File: src/rtl/phase_sequencer.sv
module phase_sequencer #(
  parameter int OP_W = 5,
  parameter int PH_N = 4
) (
  input  logic            clk,
  input  logic            rst_n,
  input  logic            start,
  input  logic            halt_req,
  input  logic [OP_W-1:0] opcode,
  input  logic            ind_bit,
  input  logic            br_taken,
  output logic [PH_N-1:0] t_phase,
  output logic [1:0]      mstate,
  output logic            mf,
  output logic            md,
  output logic            me,
  output logic            running
);
  localparam logic [1:0] MS_F = 2'b00;
  localparam logic [1:0] MS_D = 2'b01;
  localparam logic [1:0] MS_E = 2'b10;
  localparam logic [PH_N-1:0] PH_FIRST = {{(PH_N-1){1'b0}}, 1'b1};
  localparam logic [OP_W-1:0] OP_BRANCH = {2'b01, {(OP_W-2){1'b1}}};

  logic [PH_N-1:0] phase_q;
  logic [1:0]      maj_q, maj_nx;
  logic            run_q;
  logic            last_ph, in_f, halt_hit;

  assign last_ph  = phase_q[PH_N-1];
  assign in_f     = (maj_q == MS_F) || (maj_q == 2'b11);
  assign halt_hit = halt_req && in_f && last_ph;

  always_comb begin
    maj_nx = MS_F;
    case (maj_q)
      MS_D: maj_nx = MS_E;
      MS_E: maj_nx = MS_F;
      default: begin
        if (opcode[OP_W-1 -: 2] != 2'b01)
          maj_nx = MS_F;
        else if (opcode == OP_BRANCH && !br_taken)
          maj_nx = MS_F;
        else if (opcode[OP_W-3] && ind_bit)
          maj_nx = MS_D;
        else
          maj_nx = MS_E;
      end
    endcase
  end

  always_ff @(posedge clk or negedge rst_n) begin
    if (!rst_n) begin
      phase_q <= PH_FIRST;
      maj_q   <= MS_F;
      run_q   <= 1'b0;
    end else if (start) begin
      phase_q <= PH_FIRST;
      maj_q   <= MS_F;
      run_q   <= 1'b1;
    end else if (run_q) begin
      if (halt_hit) begin
        phase_q <= PH_FIRST;
        maj_q   <= MS_F;
        run_q   <= 1'b0;
      end else begin
        phase_q <= {phase_q[PH_N-2:0], phase_q[PH_N-1]};
        if (last_ph) maj_q <= maj_nx;
      end
    end
  end

  assign t_phase = phase_q;
  assign mstate  = maj_q;
  assign mf      = in_f;
  assign md      = (maj_q == MS_D);
  assign me      = (maj_q == MS_E);
  assign running = run_q;
endmodule

File: config.mk
export PLATFORM = sky130hd
export DESIGN_NAME = phase_sequencer
export DESIGN_NICKNAME = d
export VERILOG_FILES = /design/src/rtl/phase_sequencer.sv
export SDC_FILE = /design/constraint.sdc
export NUM_CORES = 1
export LEC_CHECK = 0
export ABC_AREA = 1
export BUFFER_PORTS_ARGS = -buffer_cell sky130_fd_sc_hd__buf_2
export CORE_AREA = 2 2 39 41
export DETAILED_ROUTE_END_ITERATION = 8
export DIE_AREA = 0 0 41 43
export PLACE_DENSITY_LB_ADDON = 0.25
export SLEW_MARGIN = 10
export SYNTH_ARGS = -nofsm -noshare
export SYNTH_HDL_FRONTEND = slang
export SYNTH_SLANG_ARGS = --single-unit
File: constraint.sdc
create_clock -name clk -period 1.3 [get_ports clk]
set_clock_uncertainty 0.2 [all_clocks]
set_input_delay 0 -clock clk [delete_from_list [all_inputs] [get_ports clk]]
set_output_delay 0 -clock clk [all_outputs]
set_load 0.01 [all_outputs]
==> flow_summary.json <==
{
  "status": "complete, but fails checks",
  "wl_um": 1020,
  "worst_pin_slew_ns": 0.304,
  "critical-path-top-delay-family": "flip-flops",
  "n_fill_cell": 131,
  "synth_xor_xnor_area_share_pct": 0,
  "route.detailed.drc": 0,
  "period_share_pct": 104,
  "multi_input_area_sq_um": 219,
  "rr_startpoint": "mstate[1]",
  "drive_above_1_share_pct": 42.0,
  "pre_cts_ws_ns": -0.0470,
  "cts.sinks": 7,
  "grt_util_all_layers_pct": 12.9,
  "clkTransAtPathRegs_ns": 0.05,
  "synthSimpleGateAreaFrac_pct": 27.5,
  "synth_top_family_by_area": "simple AND/OR/NAND/NOR gates",
  "cp.buffers_inverters": 1,
  "hpwl_um": 670,
  "synth_fa_ha_area_share_pct": 6.54,
  "cp_slowest_cell": "dfrtp_1",
  "ys_ff_latch": 7,
  "drtIter0Drc": 0,
  "p_per_area_nw_per_um2": 752,
  "cts_tree": "built",
  "grt.met3_usage_pct": 3.14,
  "rsz0062_at_grt": "true",
  "reg2regPathDepth": 6,
  "grt.busiest_layer": "met2",
  "final_cells": 104,
  "yosysWarnings": 0,
  "clk_latency_ns": 0.25,
  "diodes": 0,
  "whs_ns": -0.0308,
  "ant_nets": 0,
  "num-nets-final": 102,
  "critPathMaxStageDelay_ns": 0.40,
  "period_minus_slack_ns": 1.35,
  "cts_root_buffer": "clkbuf_4",
  "cp_max_fo": 4,
  "crit_chain": "ha_4 > nand3_4 > nand2_4 > inv_2 > nand3_2 > o21ai_1",
  "cap_violations": 0,
  "setup_viol": 4,
  "die_area_sq_um": 1760,
  "hold_end": "mstate[0]",
  "cts_inserted_buffers": 3,
  "violations": "negative hold slack, negative setup slack",
  "fmax_mhz": 741,
  "route.vias.total": 444,
  "io_buffers": 20,
  "seq_area_sq_um": 176,
  "grt_pass1_vias": 380,
  "min-delay-path-class": "in -> reg",
  "timing.slew.headroom_pct": 79.7,
  "crit_type": "reg -> reg",
  "post_drt_wl_per_cell_um": 9.83,
  "drv_slew": 0,
  "min_from": "opcode[0]",
  "p_leak_nw": 0.380,
  "cp-start-kind": "flop",
  "grt_util_met1_pct": 15.9,
  "grt_start_max_net_pins": 9,
  "die_x_um": 41,
  "cp.depth": 6,
  "fin_ws_ns": -0.0496,
  "synth_fp_nets": 65,
  "post_dp_cell_area_sq_um": 546,
  "crit_arrival_ns": 1.27,
  "grt_pass1_wl_um": 1500,
  "antenna_found_initial": 0,
  "synth.area.mux_share_pct": 0,
  "fin_setup_tns_ns": -0.157,
  "place.gp.congestion": 0.707,
  "synthToLayoutAreaGrowth_pct": 84.3,
  "htreeDepth": 1,
  "crit_required_ns": 1.23,
  "avgSynthCellArea_sq_um": 7.36,
  "worst_ir_drop_vdd_mv": 0.397,
  "min_delay_path_depth": 6,
  "start_util_pct": 27.7,
  "ys_seq_area_share_pct": 46.1,
  "vias_per_cell": 4.27,
  "post-place-cells": 90,
  "rr_endpoint": "t_phase[2]",
  "grt_overflow_total": 0,
  "firstDrtPassIters": 1,
  "cp-end-kind": "flop",
  "design_area_sq_um": 706,
  "core.rowCount": 14,
  "cts_buffer_depth": 2,
  "met2_usage_pct": 19.1,
  "die_height_um": 43,
  "core_sq_um": 1380,
  "synth_compound_area_share_pct": 8.17,
  "ios": 21,
  "synth.distinct_cells": 14,
  "syn_inst": 52,
  "hold_viol_final": 1,
  "syn_area_sq_um": 383,
  "r2r_slack_ns": -0.05
}
power by group:
part           switching [mW]  internal [mW]
Combinational          0.0433         0.0506
Sequential             0.0102          0.229
Clock                  0.0805          0.117
registers in the layout, indices dropped and copies added (netlist names):
signal   count
mstate       2
running      1
t_phase      4
routing by layer:
metal  share of wire [%]  up-vias  wire length, um
met1                  47      194              477
met4                   0        0                0
met5                   0        -                0
met3                 6.8        0               69
li1                    -      233                -
met2                  46       17              475
cells by family (layout without fill, tap and decap cells):
family | Yosys count | after routing
simple gates | 25 | 25
buf+inv | 12 | 48
flops | 7 | 7
compound gates | 6 | 6
fa+ha+maj | 2 | 2
through the flow:
step,utilization (%),total power [mW]
floorplan,-,0.275
global placement,39.4,0.311
detailed placement,39.4,0.310
CTS,45.4,0.523
global route,51.0,0.570
finish,51.0,0.531
worst max path at each step:
stage                         start          to  slack [ns]
after CTS                 mstate[1]  t_phase[1]       -0.06
after floorplan           mstate[0]  t_phase[2]       -0.10
after global routing      mstate[1]   mstate[1]       -0.13
after global placement    mstate[1]   mstate[1]       -0.03
final                     mstate[1]  t_phase[2]       -0.05
after detailed placement  mstate[1]  t_phase[1]       -0.05
synth_stat cells, drive strengths merged:
| cell type | count | area (sq um) |
|---|---|---|
| ha | 2 | 25.0 |
| nand3 | 5 | 25.0 |
| inv | 12 | 45.0 |
| o22ai | 1 | 6.26 |
| o21ai | 4 | 20.0 |
| nor2 | 4 | 15.0 |
| nand2 | 15 | 58.8 |
| dfrtp | 6 | 150 |
| nand4 | 1 | 6.26 |
| a21oi | 1 | 5.00 |
| dfstp | 1 | 26.3 |
cell type report:
| cell class | count | share of cell area [%] |
|---|---|---|
| timing repair buffer | 32 | 31.0 |
| tap | 16 | 2.84 |
| multi-input combinational | 33 | 31.0 |
| inverter | 12 | 6.38 |
| sequential | 7 | 25.0 |
| clock buffer | 4 | 3.72 |
tightest hold or removal path, delay by kind of cell:
family | cells | cell delay (ns)
and+or+nand+nor | 3 | 0.21
buffers and inverters | 2 | 0.11
AOI/OAI and AO/OA | 1 | 0.05
placed cells by master (no fill, tap or decap), drive strengths merged:
| master | Yosys | final |
|---|---|---|
| a21oi | 1 | 1 |
| buf | 0 | 23 |
| clkbuf | 0 | 4 |
| dfrtp | 6 | 6 |
| dfstp | 1 | 1 |
| dlygate4sd3 | 0 | 9 |
| ha | 2 | 2 |
| inv | 12 | 12 |
| nand2 | 15 | 15 |
| nand3 | 5 | 5 |
| nand4 | 1 | 1 |
| nor2 | 4 | 4 |
| o21ai | 4 | 4 |
| o22ai | 1 | 1 |
timing repair:
action	4_1_cts	5_1_grt
hold endpoints to repair	14	7
pin swaps	2	5
endpoints found under the setup margin	5	8
hold buffers	3	6
setup buffers	1	0
resized for setup	4	3
Power figures use the tool's default switching activity.
